File: src/rtl/sram_lane_ctrl.sv
module sram_lane_ctrl #(
  parameter int AW      = 17,
  parameter int DW      = 16,
  parameter int CLK_NS  = 5,
  parameter int T_RC_NS = 10,
  parameter int T_WP_NS = 8,
  parameter int T_DS_NS = 6,
  parameter int T_HZ_NS = 5
) (
  input  logic          clk,
  input  logic          rst_n,
  input  logic          req_valid,
  input  logic          req_we,
  input  logic [AW-1:0] req_addr,
  input  logic [DW-1:0] req_wdata,
  input  logic [1:0]    req_be,
  output logic          req_ready,
  output logic [DW-1:0] rsp_rdata,
  output logic          rsp_done,
  output logic [AW-1:0] mem_addr,
  output logic          mem_ce_n,
  output logic          mem_we_n,
  output logic          mem_oe_n,
  output logic          mem_lb_n,
  output logic          mem_ub_n,
  output logic [DW-1:0] mem_dq_out,
  output logic          mem_dq_oe,
  input  logic [DW-1:0] mem_dq_in
);

  function automatic int ns2cyc(input int ns);
    int c;
    c = (ns + CLK_NS - 1) / CLK_NS;
    return (c < 1) ? 1 : c;
  endfunction


  localparam int RD_CYC = ns2cyc(T_RC_NS);
  localparam int WP_CYC = ns2cyc(T_WP_NS);
  localparam int DS_CYC = ns2cyc(T_DS_NS);
  localparam int HZ_CYC = ns2cyc(T_HZ_NS);
  localparam int WR_CYC = (WP_CYC > HZ_CYC + DS_CYC) ? WP_CYC : HZ_CYC + DS_CYC;
  localparam int MAXC   = (RD_CYC > WR_CYC) ? RD_CYC : WR_CYC;
  localparam int CW     = $clog2(MAXC + 1);
  localparam int HB     = DW / 2;

  typedef enum logic [2:0] {S_IDLE, S_SETUP, S_READ, S_WRITE, S_REC} st_t;

  st_t           st, nx;
  logic [CW-1:0] cnt, cnt_nx;
  logic          we_q;
  logic [1:0]    be_q;

  wire accept   = (st == S_IDLE) && req_valid;
  wire null_req = accept && (req_be == 2'b00);
  wire last_rd  = (st == S_READ)  && (cnt == CW'(RD_CYC - 1));
  wire last_wr  = (st == S_WRITE) && (cnt == CW'(WR_CYC - 1));
  wire nx_act   = (nx == S_READ) || (nx == S_WRITE);

  assign req_ready = (st == S_IDLE);

  always_comb begin
    nx = st;
    unique case (st)
      S_IDLE:  if (accept && !null_req) nx = S_SETUP;
      S_SETUP: nx = we_q ? S_WRITE : S_READ;
      S_READ:  if (last_rd) nx = S_IDLE;
      S_WRITE: if (last_wr) nx = S_REC;
      S_REC:   nx = S_IDLE;
      default: nx = S_IDLE;
    endcase
    cnt_nx = (nx == st && (st == S_READ || st == S_WRITE)) ? cnt + 1'b1 : '0;
  end

  always_ff @(posedge clk or negedge rst_n) begin
    if (!rst_n) begin
      st         <= S_IDLE;
      cnt        <= '0;
      we_q       <= 1'b0;
      be_q       <= 2'b00;
      mem_addr   <= '0;
      mem_dq_out <= '0;
      mem_ce_n   <= 1'b1;
      mem_we_n   <= 1'b1;
      mem_oe_n   <= 1'b1;
      mem_lb_n   <= 1'b1;
      mem_ub_n   <= 1'b1;
      mem_dq_oe  <= 1'b0;
      rsp_done   <= 1'b0;
      rsp_rdata  <= '0;
    end else begin
      st  <= nx;
      cnt <= cnt_nx;
      if (accept && !null_req) begin
        we_q       <= req_we;
        be_q       <= req_be;
        mem_addr   <= req_addr;
        mem_dq_out <= req_wdata;
      end
      mem_ce_n  <= !nx_act;
      mem_we_n  <= !(nx == S_WRITE);
      mem_oe_n  <= !(nx == S_READ);
      mem_lb_n  <= !(nx_act && be_q[0]);
      mem_ub_n  <= !(nx_act && be_q[1]);
      mem_dq_oe <= ((nx == S_WRITE) && (cnt_nx >= CW'(HZ_CYC))) || (nx == S_REC);
      rsp_done  <= last_rd || (st == S_REC) || null_req;
      if (last_rd)
        rsp_rdata <= {be_q[1] ? mem_dq_in[DW-1:HB] : {(DW-HB){1'b0}},
                      be_q[0] ? mem_dq_in[HB-1:0]  : {HB{1'b0}}};
    end
  end

  wire all_idle = mem_ce_n && mem_we_n && mem_lb_n && mem_ub_n;


  addr_hold_chk: assert property (@(posedge clk) disable iff (!rst_n)
    (!all_idle || !$past(all_idle)) |-> $stable(mem_addr));


  drive_excl_chk: assert property (@(posedge clk) disable iff (!rst_n)
    mem_dq_oe |-> mem_oe_n);


  drive_start_chk: assert property (@(posedge clk) disable iff (!rst_n)
    $rose(mem_dq_oe) |-> (!mem_we_n && $past(!mem_we_n)));


  write_strobe_chk: assert property (@(posedge clk) disable iff (!rst_n)
    !mem_we_n |-> (mem_oe_n && !mem_ce_n && !(mem_lb_n && mem_ub_n)));


  read_strobe_chk: assert property (@(posedge clk) disable iff (!rst_n)
    !mem_oe_n |-> (!mem_ce_n && mem_we_n && !(mem_lb_n && mem_ub_n)));


  done_idle_chk: assert property (@(posedge clk) disable iff (!rst_n)
    rsp_done |-> req_ready);


  null_req_chk: assert property (@(posedge clk) disable iff (!rst_n)
    (req_valid && req_ready && req_be == 2'b00) |=> (mem_ce_n && rsp_done));

endmodule

File: config.mk
export PLATFORM = sky130hd
export DESIGN_NAME = sram_lane_ctrl
export DESIGN_NICKNAME = d
export VERILOG_FILES = /design/src/rtl/sram_lane_ctrl.sv
export SDC_FILE = /design/constraint.sdc
export NUM_CORES = 1
export LEC_CHECK = 0
export BUFFER_PORTS_ARGS = -buffer_cell sky130_fd_sc_hd__buf_2
export CORE_MARGIN = 2
export CORE_UTILIZATION = 31
export CTS_BUF_LIST = sky130_fd_sc_hd__clkbuf_2
export DETAILED_ROUTE_END_ITERATION = 10
export PLACE_DENSITY_LB_ADDON = 0.12
export RECOVER_POWER = 100
export SYNTH_ARGS = -nofsm -noshare
export SYNTH_HDL_FRONTEND = slang
export SYNTH_SLANG_ARGS = --single-unit
File: constraint.sdc
create_clock -name clk -period 2 [get_ports clk]
set_input_delay 0.1 -clock clk [delete_from_list [all_inputs] [get_ports clk]]
set_output_delay 0.1 -clock clk [all_outputs]
set_load 0.01 [all_outputs]
==> flow_metrics.tcl, run 1 <==
set metrics [dict create \
    seq_area_frac_synth 0.605 \
    drive_gt1_frac 0.246 \
    cap_viol_max_count 1 \
    worstSetupPathType "register to register" \
    start_kind "register" \
    r2r_slack_ns 0.14 \
    final_nets 422 \
    cp-end-kind "register" \
    fin_util 0.458 \
    hp-class "input pin to register" \
    wl_um 6320 \
    netlist_instances 194 \
    violations "capacitance limit, slew limit" \
    drc 0 \
    synth-simple-area-share 0.0975 \
    slew_viol_final 65 \
    finalCritPeriodShare 0.932 \
    async_flop_share 1.00 \
    cts_made_buffers 9 \
    synth_top_cell_by_area "dfrtp_1" \
    vias_per_cell 4.19 \
    yosysMostFrequentCell "dfrtp_1" \
    pwr_density_cell_nw_per_um2 1300 \
    postRouteAntennaNets 0 \
    post-place-ws_ns 0.284 \
    yosys.area.top_type_share 0.556 \
    cts_setup_buffers 0 \
    cts_tree "built" \
    hpwl_um 3980 \
    drtIter0Drc 61 \
    ys_ff_latch 64 \
    vias 1988 \
    antenna_cells 0 \
    cts.repair.resized 0 \
    wl_per_cell_um 13.3 \
    worstPathMaxFanout 8 \
    antenna_found_initial 0 \
    synth-adder-area-share 0.00942 \
    ys_top_cells_by_area "dfrtp_1 56%, mux2_4 17%, nand2_1 5.5%" \
    grt_first_pass_wirelength_um 9740 \
    die_h_um 96.6 \
    cts-root-buf "clkbuf_2" \
    grt_overflow 0 \
    tightest_slew_ns 1.56 \
    core_sq_um 8260 \
    ios 112 \
    hold_slack_ns 0.175 \
    relSlewSlack -0.0401 \
    start_util 0.322 \
    multi_input_area_sq_um 831 \
    dieArea_sq_um 9320 \
    die_w_um 96.6 \
    synth_compound_area_frac 0.0518 \
    synth_flop_cell "dfrtp_1" \
    synthToLayoutAreaGrowth_pct 42.4 \
    ys_types 29 \
    cts.sinks 64 \
    first_pass_iters 4 \
    power_leakage_nw 1.73 \
    netlist_top_cells_count "59 x dfrtp_1, 39 x nand2_1, 30 x mux2_4" \
    clk_latency_ns 0.49 \
    cts_hold_buf 54 \
    worstPathArrival_ns 2.23 \
    gp_congestion 0.675 \
    syn_area_per_cell_sq_um 13.7 \
    synth-edff-count 0 \
    synth_nets 251 \
    max_freq_mhz 536 \
    yosysWarnings 0 \
    period_minus_slack_ns 1.86 \
    grt_max_degree 65 \
    synth_xor_area_frac 0 \
    clk_path_buf_depth 2 \
    finClkSkew_ns 0.0482 \
    rows 33 \
    worst_slack_ns 0.135 \
    syn_area_sq_um 2660 \
    grt_pass1_vias 1991 \
    nFillCells 845 \
    synthMuxAreaShare 0.195 \
    htree_num_levels 3 \
    clkTransAtPathRegs_ns 0.18 \
    crit_required_ns 2.37 \
    synth_top_family_by_area "multiplexers" \
    io_buffers 111 \
    status "finished, violations left" \
    fin_tns_setup_ns 0 \
    rsz0062_at_grt "false" \
    groute.usage.overall 0.140 \
    seq_area_sq_um 1610 \
    peakVddDrop_mv 0.499 \
    final_hold_viol_count 0 \
    setup_viol 0 \
]
[kinds of logic after synthesis]
| family | count (synthesis) |
|---|---|
| DFF | 64 |
| AOI/OAI and AO/OA | 24 |
| adders and majority gates | 2 |
| buffers and inverters | 14 |
| and+or+nand+nor | 54 |
| muxes | 36 |
[report_power, final]
part / total [W] / switching, W / internal (W)
Sequential: 0.00226 / 0.000373 / 0.00189
Combinational: 0.00175 / 0.000950 / 0.000795
Clock: 0.000907 / 0.000495 / 0.000412
Total: 0.00491 / 0.00182 / 0.00310
[placed cells by master, fill, tap and decap left out, types with 2 or more instances in the layout]
cell type      instances
clkbuf_2              11
dfstp_2                5
mux2_1                29
mux2_2                 5
a22o_2                 2
o21ai_0               19
ha_1                   2
clkinvlp_4             3
nand3_1                2
nor2_1                 3
buf_2                 54
nand2_1               39
nor2b_1                2
clkbuf_1              58
dfrtp_1               59
bufinv_16              2
and2b_2                2
dlygate4sd3_1         54
inv_1                  4
[sequential cells by signal, summed over array words and instances, names as in the netlist, 2 cells and up]
register,cells
rsp_rdata,16
st,3
cnt,2
be_q,2
mem_addr,17
mem_dq_out,16
[critical path, cell delays in order, from the launching register on]
cell and delay [ns]:
dfrtp_1 0.51, nor4b_4 0.29, buf_4 0.18, nand2_1 0.05, a22o_2 0.20, dlygate4sd3_1 0.55
[per-stage QoR]
step / instances / instance area, sq um / total power [W]
after detailed placement: 405 / 3310 / 0.00443
after global placement: 405 / 3310 / 0.00440
after floorplan: 194 / 2660 / 0.00364
after global routing: 475 / 3780 / 0.00531
final: 475 / 3780 / 0.00491
after CTS: 475 / 3990 / 0.00546
[path summary, 6_finish.rpt]
| kind | start | endpoint | cells past startpoint |
|---|---|---|---|
| hold / removal | req_valid | rsp_done | 5 |
| setup reg to reg | st[0] | be_q[1] | 5 |
| min in group asynchronous | rst_n | mem_dq_out[14] | 3 |
| max in group asynchronous | rst_n | rsp_rdata[11] | 3 |
| setup / recovery | st[0] | be_q[1] | 5 |
| hold reg to reg | cnt[0] | cnt[0] | 1 |
[cell type report]
cell class,instances,share of cell area
inverters,4,0.00397
flip-flops and latches,64,0.425
clock inverters,7,0.0255
multi-input cells,116,0.220
repair buffers,170,0.279
well taps,105,0.0347
clock buffers,9,0.0119
[routing by layer]
layer  GRT usage  share of wire  vias to the layer above
met5           0              0                        -
met4      0.0669         0.0073                        0
met3      0.0349          0.050                        5
met2       0.230           0.51                       44
met1       0.173           0.44                      949
li1            -              -                      990
Power figures use the tool's default switching activity.
==> run 2: changes to the inputs <==
Settings changed: CELL_PAD_IN_SITES_DETAIL_PLACEMENT set to 2, CELL_PAD_IN_SITES_GLOBAL_PLACEMENT set to 2.
==> flow_metrics.tcl, run 2 (synthesized netlist as in run 1, its figures left out) <==
set metrics [dict create \
    setup_viol 0 \
    finalCritPeriodShare 0.945 \
    final_nets 424 \
    fin_tns_setup_ns 0 \
    postRouteAntennaNets 0 \
    cts_tree "built" \
    cts-root-buf "clkbuf_2" \
    layout_commonest_cell "dfrtp_1" \
    clk_path_buf_depth 2 \
    reg.largest.list "mem_addr: 17 flops, mem_dq_out: 16 flops, rsp_rdata: 16 flops" \
    antenna_found_initial 0 \
    rsz0062_at_grt "false" \
    grt_overflow 0 \
    drtIter0Drc 31 \
    antenna_cells 0 \
    rows 33 \
    pwr_density_cell_nw_per_um2 1330 \
    relSlewSlack -0.0631 \
    worstPathMaxFanout 11 \
    start_util 0.322 \
    dieArea_sq_um 9320 \
    regMostFlops "mem_addr" \
    peakVddDrop_mv 0.460 \
    drive_gt1_frac 0.253 \
    hp-start "req_valid" \
    rr_endpoint "be_q[1]" \
    htree_num_levels 3 \
    power_leakage_nw 1.76 \
    hpwl_um 4900 \
    finClkSkew_ns 0.0299 \
    max_freq_mhz 529 \
    hp-class "input pin to register" \
    timing.rr.start "st[1]" \
    grt_pass1_vias 2375 \
    final_hold_viol_count 0 \
    cts.sinks 64 \
    grt_max_degree 65 \
    min_delay_path_depth 5 \
    die_w_um 96.6 \
    rr_worst_depth 5 \
    clkTransAtPathRegs_ns 0.19 \
    clk_latency_ns 0.48 \
    status "finished, violations left" \
    io_buffers 111 \
    r2r_slack_ns 0.11 \
    core_sq_um 8260 \
    ios 112 \
    drc 0 \
    violations "capacitance limit, slew limit" \
    wl_per_cell_um 16.8 \
    largest_register_ffs 17 \
    wl_um 8020 \
    grt_first_pass_wirelength_um 12500 \
    synthToLayoutAreaGrowth_pct 43.6 \
    worstSetupPathType "register to register" \
    final_cell_mix "59 x dfrtp_1, 57 x clkbuf_1, 54 x dlygate4sd3_1, 54 x buf_2, 39 x nand2_1" \
    cts.repair.resized 0 \
    cts_made_buffers 9 \
    tightest_slew_ns 1.59 \
    crit_required_ns 2.39 \
    worstPathArrival_ns 2.28 \
    gp_congestion 0.678 \
    whs_endpoint "rsp_done" \
    vias 2153 \
    cap_viol_max_count 1 \
    first_pass_iters 5 \
    groute.usage.overall 0.181 \
    cp-end-kind "register" \
    start_kind "register" \
    fin_util 0.462 \
    slew_viol_final 65 \
    vias_per_cell 4.51 \
    die_h_um 96.6 \
    period_minus_slack_ns 1.89 \
]
-- run 2: worst max path at each step --
stage | slack, ns | from | end | cells after the start
after global routing | 0.03 | st[1] | be_q[1] | 5
final | 0.11 | st[1] | be_q[1] | 5
after CTS | 0.12 | st[1] | be_q[1] | 5
after detailed placement | 0.29 | st[1] | we_q | 4
after floorplan | 0.31 | st[2] | mem_addr[0] | 5
after global placement | 0.34 | st[2] | we_q | 4
-- run 2: critical path, stage by stage, from the launching register on --
cell	delay, ns
dfrtp_1	0.55
nor4b_4	0.27
buf_4	0.19
nand2_1	0.07
a22o_2	0.20
dlygate4sd3_1	0.54
-- run 2: repair_timing --
item | 4_1_cts | 5_1_grt
endpoints found under the hold margin | 119 | 0
setup buffers | 0 | 0
hold buffers | 54 | 0
-- run 2: final cells by class --
class,instances,area (sq um)
Sequential cell,64,1610
Fill cell,930,4440
Tap cell,105,131
Clock inverter,4,68.8
Inverter,4,15.0
Multi-Input combinational cell,116,837
Timing Repair Buffer,172,1090
Clock buffer,12,60.1
-- run 2: metal layers --
metal,vias up,share of wire,track usage
met3,8,0.053,0.0396
met5,-,0,0
li1,996,-,-
met1,1084,0.42,0.221
met4,0,0.011,0.0775
met2,65,0.51,0.308
-- run 2: stage by stage --
stage               hold slack (ns)  setup WS [ns]  cells  total power (W)  cell area (sq um)
floorplan                    -0.196          0.307    194          0.00364               2660
global placement              0.149          0.342    407          0.00446               3340
detailed placement            0.149          0.290    407          0.00454               3340
CTS                           0.119          0.120    477          0.00556               4010
global route                  0.146         0.0333    477          0.00549               3810
finish                        0.173          0.111    477          0.00508               3810
-- run 2: power breakdown --
| part | total, W | switching, W | internal [W] |
|---|---|---|---|
| Clock | 0.000886 | 0.000461 | 0.000425 |
| Sequential | 0.00230 | 0.000407 | 0.00189 |
| Combinational | 0.00190 | 0.00105 | 0.000854 |
==> run 3: changes to the inputs <==
Settings changed: PLACE_DENSITY_LB_ADDON 0.12 to 0.1.
==> flow_metrics.tcl, run 3 (synthesized netlist as in run 1, its figures left out) <==
set metrics [dict create \
    clk_path_buf_depth 2 \
    vias 2117 \
    crit_chain "nor4b_4 -> buf_4 -> nand2_1 -> a22o_2 -> dlygate4sd3_1" \
    reg.largest.list "mem_addr: 17 flops, mem_dq_out: 16 flops, rsp_rdata: 16 flops" \
    layout_commonest_cell "dfrtp_1" \
    postRouteAntennaNets 0 \
    ios 112 \
    synthToLayoutAreaGrowth_pct 43.5 \
    finClkSkew_ns 0.0316 \
    htree_num_levels 3 \
    finalNonFillerCells 475 \
    start_util 0.322 \
    die_w_um 96.6 \
    critPathMaxStageDelay_ns 0.54 \
    cts_made_buffers 9 \
    cap_viol_max_count 1 \
    worstPathMaxFanout 8 \
    hp-start "req_valid" \
    cts.sinks 64 \
    io_buffers 111 \
    first_pass_iters 4 \
    worstSetupPathType "register to register" \
    slew_viol_final 65 \
    rr_worst_depth 5 \
    hp-class "input pin to register" \
    violations "capacitance limit, slew limit" \
    nFillCells 919 \
    vias_per_cell 4.46 \
    antenna_found_initial 0 \
    r2r_slack_ns 0.13 \
    crit_slowest_cell "dlygate4sd3_1" \
    stdcell_area_sq_um 3810 \
    final_nets 422 \
    grt_first_pass_wirelength_um 12300 \
    min_delay_path_depth 5 \
    cts_setup_buffers 0 \
    start_kind "register" \
    drc 0 \
    status "finished, violations left" \
    power_leakage_nw 1.75 \
    rsz0062_at_grt "false" \
    crit_required_ns 2.43 \
    final_hold_viol_count 0 \
    fin_util 0.462 \
    rr_endpoint "be_q[0]" \
    groute.usage.overall 0.183 \
    cts_tree "built" \
    grt_pass1_vias 2310 \
    wl_per_cell_um 17.0 \
    grt_max_degree 65 \
    finalCritPeriodShare 0.933 \
    setup_viol 0 \
    fin_tns_setup_ns 0 \
    core_sq_um 8260 \
    die_h_um 96.6 \
    drtIter0Drc 45 \
    tightest_slew_ns 1.60 \
    period_minus_slack_ns 1.87 \
    hpwl_um 4820 \
    dpl_cell_area_sq_um 3320 \
    rows 33 \
    placed_cells 405 \
    clk_latency_ns 0.52 \
    hold_slack_ns 0.137 \
    dieArea_sq_um 9320 \
    relSlewSlack -0.0648 \
    timing.rr.start "st[0]" \
    final_cell_mix "59 x dfrtp_1, 57 x clkbuf_1, 54 x dlygate4sd3_1, 54 x buf_2, 39 x nand2_1" \
    whs_endpoint "rsp_done" \
    drive_gt1_frac 0.249 \
    clkTransAtPathRegs_ns 0.22 \
    cts-root-buf "clkbuf_2" \
    wl_um 8060 \
    gp_congestion 0.703 \
    peakVddDrop_mv 0.385 \
    largest_register_ffs 17 \
    grt_overflow 0 \
    max_freq_mhz 536 \
    worstPathArrival_ns 2.30 \
    pwr_density_cell_nw_per_um2 1360 \
    regMostFlops "mem_addr" \
    antenna_cells 0 \
    crit_start "st[0]" \
    cp-end-kind "register" \
]
[run 3: where the power goes]
part	internal, W	switching (W)
clock	0.000541	0.000526
combinational	0.000815	0.00103
sequential	0.00189	0.000394
[run 3: routing by layer]
| metal | GRT usage | vias up | part of all wire |
|---|---|---|---|
| met3 | 0.0512 | 11 | 0.055 |
| li1 | - | 996 | - |
| met2 | 0.312 | 65 | 0.52 |
| met4 | 0.0716 | 0 | 0.016 |
| met5 | 0 | - | 0 |
| met1 | 0.218 | 1045 | 0.41 |
[run 3: through the flow]
step / total power [W] / setup slack [ns]
2_1_floorplan: 0.00364 / 0.307
3_3_place_gp: 0.00443 / 0.356
3_5_place_dp: 0.00451 / 0.312
4_1_cts: 0.00570 / 0.150
5_1_grt: 0.00561 / 0.00245
6_report: 0.00520 / 0.134
[run 3: what timing repair did]
item	4_1_cts	5_1_grt
hold buffers	54	0
resized for setup	0	0
endpoints found under the hold margin	119	0
setup endpoints to repair	0	0
[run 3: layout make-up]
| cell class | count | area (sq um) | area share |
|---|---|---|---|
| flip-flops and latches | 64 | 1610 | 0.422 |
| repair buffers | 170 | 1060 | 0.277 |
| multi-input cells | 116 | 837 | 0.220 |
| well taps | 105 | 131 | 0.0345 |
| clock inverters | 7 | 119 | 0.0312 |
| clock buffers | 9 | 45.0 | 0.0118 |
| inverters | 4 | 15.0 | 0.00394 |
[run 3: worst max-delay path: cells and delay by family (launching register included)]
family	cells	cell delay [ns]
AO/OA/AOI/OAI	1	0.20
buffers and inverters	2	0.72
flip-flops	1	0.53
AND/OR/NAND/NOR	2	0.36
[run 3: worst max-delay path by stage]
stage | depth (start not counted) | end | slack [ns]
6_report | 5 | be_q[0] | 0.13
5_1_grt | 5 | be_q[0] | 0.002
4_1_cts | 5 | be_q[0] | 0.15
3_5_place_dp | 4 | mem_dq_out[0] | 0.31
3_3_place_gp | 4 | mem_dq_out[0] | 0.36
2_1_floorplan | 5 | mem_addr[0] | 0.31
